--- src/rtl/spi_regacc_pkg.sv ---
package spi_regacc_pkg;
    typedef enum logic [2:0] {
        ST_IDLE,
        ST_CMD,
        ST_ADDR_RD,
        ST_ADDR_WR,
        ST_READ,
        ST_WRITE,
        ST_IGNORE
    } xfer_state_e;

    localparam int          BYTE_W        = 8;
    localparam logic [7:0]  CMD_RD_STREAM = 8'h40;
    localparam logic [7:0]  CMD_WR_STREAM = 8'h80;

    localparam logic [7:0]  A_MFG_HI  = 8'h01;
    localparam logic [7:0]  A_MFG_LO  = 8'h02;
    localparam logic [7:0]  A_PROD    = 8'h03;
    localparam logic [7:0]  A_EN      = 8'h08;
    localparam logic [7:0]  A_BYPASS  = 8'h09;
    localparam logic [7:0]  A_TRIM3   = 8'h0d;
    localparam logic [7:0]  A_TRIM2   = 8'h0e;
    localparam logic [7:0]  A_TRIM1   = 8'h0f;
    localparam logic [7:0]  A_TRIM0   = 8'h10;
    localparam logic [7:0]  A_SEL     = 8'h11;
    localparam logic [7:0]  A_DIV     = 8'h12;
endpackage

--- src/rtl/spi_pin_sync.sv ---
module spi_pin_sync #(
    parameter int STAGES = 2
) (
    input  logic clk,
    input  logic rst_n,
    input  logic csn_in,
    input  logic sck_in,
    input  logic mosi_in,
    output logic csn_s,
    output logic mosi_s,
    output logic sck_rise,
    output logic sck_fall
);
    localparam int               NPIN    = 3;
    localparam logic [NPIN-1:0]  PIN_RST = 3'b100;   // csn idles high

    logic [NPIN-1:0] pin_in;
    logic [NPIN-1:0] pin_s;
    logic            sck_prev;

    assign pin_in = {csn_in, sck_in, mosi_in};

    for (genvar g = 0; g < NPIN; g++) begin : g_pin
        logic [STAGES-1:0] q;
        always_ff @(posedge clk or negedge rst_n) begin
            if (!rst_n) q <= {STAGES{PIN_RST[g]}};
            else        q <= {q[STAGES-2:0], pin_in[g]};
        end
        assign pin_s[g] = q[STAGES-1];
    end

    always_ff @(posedge clk or negedge rst_n) begin
        if (!rst_n) sck_prev <= 1'b0;
        else        sck_prev <= pin_s[1];
    end

    assign csn_s    = pin_s[2];
    assign mosi_s   = pin_s[0];
    assign sck_rise =  pin_s[1] & ~sck_prev;
    assign sck_fall = ~pin_s[1] &  sck_prev;
endmodule

--- src/rtl/spi_byte_shifter.sv ---
module spi_byte_shifter
    import spi_regacc_pkg::*;
(
    input  logic              clk,
    input  logic              rst_n,
    input  logic              clear,
    input  logic              sck_rise,
    input  logic              sck_fall,
    input  logic              mosi_s,
    input  logic [BYTE_W-1:0] load_byte,
    output logic              byte_valid,
    output logic [BYTE_W-1:0] rx_byte,
    output logic              miso
);
    localparam int CNT_W = $clog2(BYTE_W);
    localparam logic [CNT_W-1:0] LAST_BIT = CNT_W'(BYTE_W - 1);

    logic [CNT_W-1:0]  bit_cnt;
    logic [BYTE_W-1:0] rx_q;
    logic [BYTE_W-1:0] tx_q;

    always_ff @(posedge clk or negedge rst_n) begin
        if (!rst_n) begin
            bit_cnt <= '0;
            rx_q    <= '0;
            tx_q    <= '0;
        end else if (clear) begin
            bit_cnt <= '0;
            rx_q    <= '0;
            tx_q    <= '0;
        end else begin
            if (sck_rise) begin
                rx_q    <= {rx_q[BYTE_W-2:0], mosi_s};
                bit_cnt <= bit_cnt + 1'b1;
            end
            if (sck_fall) begin
                // falling edge after the last bit of a byte presents the next byte's MSB
                if (bit_cnt == '0) tx_q <= load_byte;
                else               tx_q <= {tx_q[BYTE_W-2:0], 1'b0};
            end
        end
    end

    assign byte_valid = sck_rise && (bit_cnt == LAST_BIT);
    assign rx_byte    = {rx_q[BYTE_W-2:0], mosi_s};
    assign miso       = tx_q[BYTE_W-1];
endmodule

--- src/rtl/spi_cfg_regs.sv ---
module spi_cfg_regs
    import spi_regacc_pkg::*;
#(
    parameter logic [15:0] MFG_ID      = 16'h0456,
    parameter logic [7:0]  PROD_ID     = 8'h11,
    parameter logic [7:0]  EN_RST      = 8'h00,
    parameter logic [7:0]  BYPASS_RST  = 8'h01,
    parameter int          TRIM_W      = 26,
    parameter logic [TRIM_W-1:0] TRIM_RST = '0,
    parameter int          SEL_W       = 3,
    parameter logic [SEL_W-1:0]  SEL_RST  = '0,
    parameter int          DIV_W       = 5,
    parameter logic [DIV_W-1:0]  DIV_RST  = '0
) (
    input  logic              clk,
    input  logic              rst_n,
    input  logic              wr_en,
    input  logic [7:0]        addr,
    input  logic [BYTE_W-1:0] wr_data,
    output logic [BYTE_W-1:0] rd_data,
    output logic [7:0]        en_q,
    output logic [7:0]        bypass_q,
    output logic [TRIM_W-1:0] trim_q,
    output logic [SEL_W-1:0]  sel_q,
    output logic [DIV_W-1:0]  div_q
);
    localparam int TOP_W = TRIM_W - 3 * BYTE_W;

    always_ff @(posedge clk or negedge rst_n) begin
        if (!rst_n) begin
            en_q     <= EN_RST;
            bypass_q <= BYPASS_RST;
            trim_q   <= TRIM_RST;
            sel_q    <= SEL_RST;
            div_q    <= DIV_RST;
        end else if (wr_en) begin
            case (addr)
                A_EN:     en_q     <= wr_data;
                A_BYPASS: bypass_q <= wr_data;
                A_TRIM3:  trim_q[TRIM_W-1 -: TOP_W] <= wr_data[TOP_W-1:0];
                A_TRIM2:  trim_q[23:16] <= wr_data;
                A_TRIM1:  trim_q[15:8]  <= wr_data;
                A_TRIM0:  trim_q[7:0]   <= wr_data;
                A_SEL:    sel_q    <= wr_data[SEL_W-1:0];
                A_DIV:    div_q    <= wr_data[DIV_W-1:0];
                default:  ;
            endcase
        end
    end

    always_comb begin
        rd_data = '0;
        case (addr)
            A_MFG_HI: rd_data = MFG_ID[15:8];
            A_MFG_LO: rd_data = MFG_ID[7:0];
            A_PROD:   rd_data = PROD_ID;
            A_EN:     rd_data = en_q;
            A_BYPASS: rd_data = bypass_q;
            A_TRIM3:  rd_data[TOP_W-1:0] = trim_q[TRIM_W-1 -: TOP_W];
            A_TRIM2:  rd_data = trim_q[23:16];
            A_TRIM1:  rd_data = trim_q[15:8];
            A_TRIM0:  rd_data = trim_q[7:0];
            A_SEL:    rd_data[SEL_W-1:0] = sel_q;
            A_DIV:    rd_data[DIV_W-1:0] = div_q;
            default:  rd_data = '0;
        endcase
    end
endmodule

--- src/rtl/spi_regacc_slave.sv ---
module spi_regacc_slave
    import spi_regacc_pkg::*;
#(
    parameter int          SYNC_STAGES = 2,
    parameter logic [15:0] MFG_ID      = 16'h0456,
    parameter logic [7:0]  PROD_ID     = 8'h11,
    parameter logic [7:0]  EN_RST      = 8'h00,
    parameter logic [7:0]  BYPASS_RST  = 8'h01,
    parameter logic [25:0] TRIM_RST    = 26'h0000000,
    parameter logic [2:0]  SEL_RST     = 3'd0,
    parameter logic [4:0]  DIV_RST     = 5'd0
) (
    input  logic        clk,
    input  logic        rst_n,
    input  logic        spi_csn,
    input  logic        spi_sck,
    input  logic        spi_mosi,
    output logic        spi_miso,
    output logic [7:0]  cfg_pll_en,
    output logic [7:0]  cfg_pll_bypass,
    output logic [25:0] cfg_pll_trim,
    output logic [2:0]  cfg_pll_sel,
    output logic [4:0]  cfg_pll_div
);
    xfer_state_e       state_q, state_d;
    logic [7:0]        addr_q, addr_d;
    logic              csn_s, mosi_s, sck_rise, sck_fall;
    logic              byte_valid, wr_en;
    logic [BYTE_W-1:0] rx_byte, rd_data, load_byte;

    spi_pin_sync #(.STAGES(SYNC_STAGES)) u_sync (
        .clk(clk), .rst_n(rst_n),
        .csn_in(spi_csn), .sck_in(spi_sck), .mosi_in(spi_mosi),
        .csn_s(csn_s), .mosi_s(mosi_s), .sck_rise(sck_rise), .sck_fall(sck_fall)
    );

    spi_byte_shifter u_shift (
        .clk(clk), .rst_n(rst_n), .clear(csn_s),
        .sck_rise(sck_rise), .sck_fall(sck_fall), .mosi_s(mosi_s),
        .load_byte(load_byte), .byte_valid(byte_valid), .rx_byte(rx_byte),
        .miso(spi_miso)
    );

    spi_cfg_regs #(
        .MFG_ID(MFG_ID), .PROD_ID(PROD_ID), .EN_RST(EN_RST), .BYPASS_RST(BYPASS_RST),
        .TRIM_W(26), .TRIM_RST(TRIM_RST), .SEL_W(3), .SEL_RST(SEL_RST),
        .DIV_W(5), .DIV_RST(DIV_RST)
    ) u_regs (
        .clk(clk), .rst_n(rst_n), .wr_en(wr_en), .addr(addr_q),
        .wr_data(rx_byte), .rd_data(rd_data),
        .en_q(cfg_pll_en), .bypass_q(cfg_pll_bypass), .trim_q(cfg_pll_trim),
        .sel_q(cfg_pll_sel), .div_q(cfg_pll_div)
    );

    // state register
    always_ff @(posedge clk or negedge rst_n) begin
        if (!rst_n) begin
            state_q <= ST_IDLE;
            addr_q  <= '0;
        end else begin
            state_q <= state_d;
            addr_q  <= addr_d;
        end
    end

    // next state
    always_comb begin
        state_d = state_q;
        addr_d  = addr_q;
        unique case (state_q)
            ST_IDLE:    state_d = ST_CMD;
            ST_CMD:
                if (byte_valid) begin
                    if (rx_byte == CMD_RD_STREAM)      state_d = ST_ADDR_RD;
                    else if (rx_byte == CMD_WR_STREAM) state_d = ST_ADDR_WR;
                    else                               state_d = ST_IGNORE;
                end
            ST_ADDR_RD:
                if (byte_valid) begin
                    addr_d  = rx_byte;
                    state_d = ST_READ;
                end
            ST_ADDR_WR:
                if (byte_valid) begin
                    addr_d  = rx_byte;
                    state_d = ST_WRITE;
                end
            ST_READ, ST_WRITE:
                if (byte_valid) addr_d = addr_q + 8'd1;
            ST_IGNORE:  state_d = ST_IGNORE;
            default:    state_d = ST_IDLE;
        endcase
        if (csn_s) state_d = ST_IDLE;
    end

    // outputs
    always_comb begin
        wr_en     = (state_q == ST_WRITE) && byte_valid && !csn_s;
        load_byte = (state_q == ST_READ) ? rd_data : '0;
    end
endmodule

--- config.mk ---
export PLATFORM = sky130hd
export DESIGN_NAME = spi_regacc_slave
export DESIGN_NICKNAME = d
export VERILOG_FILES = /design/src/rtl/spi_regacc_pkg.sv /design/src/rtl/spi_pin_sync.sv /design/src/rtl/spi_byte_shifter.sv /design/src/rtl/spi_cfg_regs.sv /design/src/rtl/spi_regacc_slave.sv
export SDC_FILE = /design/constraint.sdc
export NUM_CORES = 1
export LEC_CHECK = 0
export BUFFER_PORTS_ARGS = -buffer_cell sky130_fd_sc_hd__buf_2
export CORE_UTILIZATION = 58
export CTS_CLUSTER_DIAMETER = 120
export DETAILED_ROUTE_END_ITERATION = 12
export HOLD_SLACK_MARGIN = 0.05
export PLACE_DENSITY = 0.77
export SYNTH_ARGS = -nofsm -noshare
export SYNTH_HDL_FRONTEND = slang
export SYNTH_HIERARCHICAL = 1
export SYNTH_SLANG_ARGS = --single-unit
--- constraint.sdc ---
create_clock -name clk -period 3.5 [get_ports clk]
set_input_delay 0.35 -clock clk [delete_from_list [all_inputs] [get_ports clk]]
set_output_delay 0.35 -clock clk [all_outputs]
set_load 0.01 [all_outputs]
==> metrics.cfg <==
[placed_design]
hpwl_um = 7173
post-place-cells = 525
routabilityCongestion = 0.8689
io_buffers = 55

[cts]
cts_tree = built
cts_buffers = 9
cts-root-buf = clkbuf_8
clock_path_buffers = 2
clk_latency_ps = 360
ctsResizeCount = 0
htreeDepth = 3
clkSlewWorstSetupHoldPaths_ps = 90
cts_hold_buf = 0
post_cts_buffers = 0
cts_sinks = 86

[route]
num_vias = 3371
drt_pass1_iterations = 5
ant_nets = 0
drc = 0
dr.first_iter.drc_count = 271
post_drt_wl_per_cell_um = 20.30
vias_per_cell = 6.231
routed_wl_um = 10980

[cells_and_area]
fin_cells = 541
fin_nets = 448
drive_gt1_share_pct = 34.16
n_antenna_cell = 0
syn2layout_area_growth_pct = 11.56

[timing]
fmax_mhz = 328.6
holdWs_ps = 92.95
rsz0062_at_grt = no
totalNegativeSetupSlack_ps = 0
setup_violations = 0
period_share_pct = 86.94
hold_viol_final = 0
max_slew_margin_pct = 27.15
clock_skew_ps = 12.38
drv_slew = 0
worstMarginPinSlew_ps = 1093
fin_crit_ps = 3043

[critical_path]
cp_data_required_time_ps = 3740
path_class = register to register
cp_common_cell = ha_1
crit_buf_inv = 0
crit_slowest_cell = nor4_4
endpoint_kind = register
worstPathArrival_ps = 3290
critPathMaxFanout = 8
cpLargestDelayFamily = simple AND/OR/NAND/NOR gates
cpPeakStageDelay_ps = 540
path_cells = ha_1, ha_1, and2_1, nand3b_1, nor3_1, nand2_1, nor4_4, mux2_2
setup.worst_path.start_class = register

[status]
outcome = complete, no violations

[worst_hold_path]
hold_class = input pin to register

[global_route]
grt_pass1_vias = 3336
grt_max_degree = 87
grt_pass1_wl_um = 18040
grt_antenna_before_repair = 0
grt.total_usage_pct = 28.80
grt-ovfl-total = 0

[job]
cap_violations = 0

[logic_synthesis]
synth_area_leader_cell = dfrtp_1
yosys_register_bits = 86
synth_cells = 389
yosys-top-cells-area = dfrtp_1 (46%), mux2_2 (12%), mux2i_1 (2.7%)
syn_nets = 400
synth_common_cells = dfrtp_1 (83), mux2_2 (49), nor2_1 (25)
yosysWarningCount = 6
synth_ff_type = dfrtp_1
async_flop_share_pct = 100.0
synth_top_cell_area_share_pct = 46.02
synth_seq_area_share_pct = 47.77
synthDistinctLibCells = 65
synth.avg_cell_area_um2 = 11.60
netlist_area_um2 = 4513
synth.most_common_cell = dfrtp_1
synth_edf_count = 0

[die]
dieArea_um2 = 8138
io_pins = 56
die_w_um = 90.21
core_um2 = 7370
start_util_pct = 61.24
rows = 31
die_y_um = 90.21

[power]
powerDensity_nw_per_um2 = 524.6
p_leak_nw = 2.429
ir_drop_mv = 0.2298

-- sequential cells by signal, indices dropped and copies added (netlist names) --
name and count:
u_regs/sel_q 3, u_sync/g_pin.q 6, u_regs/bypass_q 8, u_shift/rx_q 7, u_shift/tx_q 8, u_regs/en_q 8
u_shift/bit_cnt 3, state_q 3, u_regs/div_q 5, u_sync/sck_prev 1, u_regs/trim_q 26, addr_q 8
-- where the power goes --
| part | total (mW) | switching [mW] | leakage (nW) | internal (mW) |
|---|---|---|---|---|
| sequential | 1.26 | 0.203 | 1.16 | 1.06 |
| clock | 0.781 | 0.373 | 0.105 | 0.408 |
| combinational | 0.600 | 0.355 | 1.16 | 0.245 |
-- per-stage QoR --
step / utilization, % / total power, mW / cell area (um2) / worst slack [ps]
global placement: 65.30 / 1.849 / 4812 / 760.8
floorplan: - / 1.699 / 4513 / 990.9
global route: 68.32 / 2.769 / 5035 / 205.8
detailed placement: 65.30 / 1.868 / 4812 / 548.6
CTS: 68.32 / 2.645 / 5035 / 503.0
finish: 68.32 / 2.641 / 5035 / 457.1
-- worst paths after layout --
kind / start / endpoint / slack (ps) / cells after the start
max in group asynchronous: rst_n / u_shift/tx_q[7] / 2610 / 1
max reg2reg: u_shift/bit_cnt[0] / u_regs/trim_q[22] / 460 / 8
max: u_shift/bit_cnt[0] / u_regs/trim_q[22] / 460 / 8
min reg2reg: u_sync/g_pin[0].q[0] / u_sync/g_pin[0].q[1] / 360 / 0
min: spi_csn / u_sync/g_pin[2].q[0] / 90 / 1
min in group asynchronous: rst_n / addr_q[2] / 140 / 1
-- logic make-up (layout without fill, tap and decap cells) --
logic type	count (synthesis)	after routing	synth area share, %
buf+inv	39	92	4.269
simple gates	105	105	15.17
fa+ha+maj	6	6	1.663
xor+xnor	2	2	0.3882
flops	86	86	47.77
mux	69	69	17.55
compound gates	82	82	13.20
-- cell usage in the layout, fill, tap and decap left out, types with 3 or more instances in the layout --
master / Yosys / layout
buf_4: 2 / 4
o21bai_1: 5 / 5
nand4_1: 4 / 4
clkbuf_8: 0 / 9
dfstp_2: 3 / 3
nor2b_1: 5 / 5
o211ai_1: 4 / 4
mux2_4: 8 / 8
o22ai_1: 4 / 4
o21ai_0: 16 / 16
mux2_2: 49 / 49
mux2i_1: 12 / 12
o21ai_1: 6 / 6
buf_2: 5 / 54
a22o_1: 4 / 4
a221oi_1: 5 / 5
nor2_1: 25 / 25
inv_1: 16 / 16
and4_1: 3 / 3
dfrtp_1: 83 / 83
a311oi_1: 8 / 8
and2_1: 11 / 11
a22oi_1: 6 / 6
a31oi_1: 3 / 3
a21oi_1: 6 / 6
nor4_1: 4 / 4
nand2_1: 13 / 13
and4bb_1: 5 / 5
nand3_1: 6 / 6
nor3_1: 5 / 5
ha_1: 6 / 6
-- metal layers --
metal  global-route usage (%)  vias up  share of wire [%]
met4                    13.58        0                3.3
met1                    39.89     1676                 45
li1                         -     1544                  -
met3                    6.514       30                5.0
met5                        0        -                  0
met2                    43.13      121                 47
-- layout make-up --
cell class	instances	area, um2
Clock inverter	6	95.09
Fill cell	573	2335
Timing Repair Buffer	58	300.3
Multi-Input combinational cell	264	2165
Sequential cell	86	2156
Tap cell	99	123.9
Inverter	18	67.56
Clock buffer	10	127.6
Power figures use the tool's default switching activity.
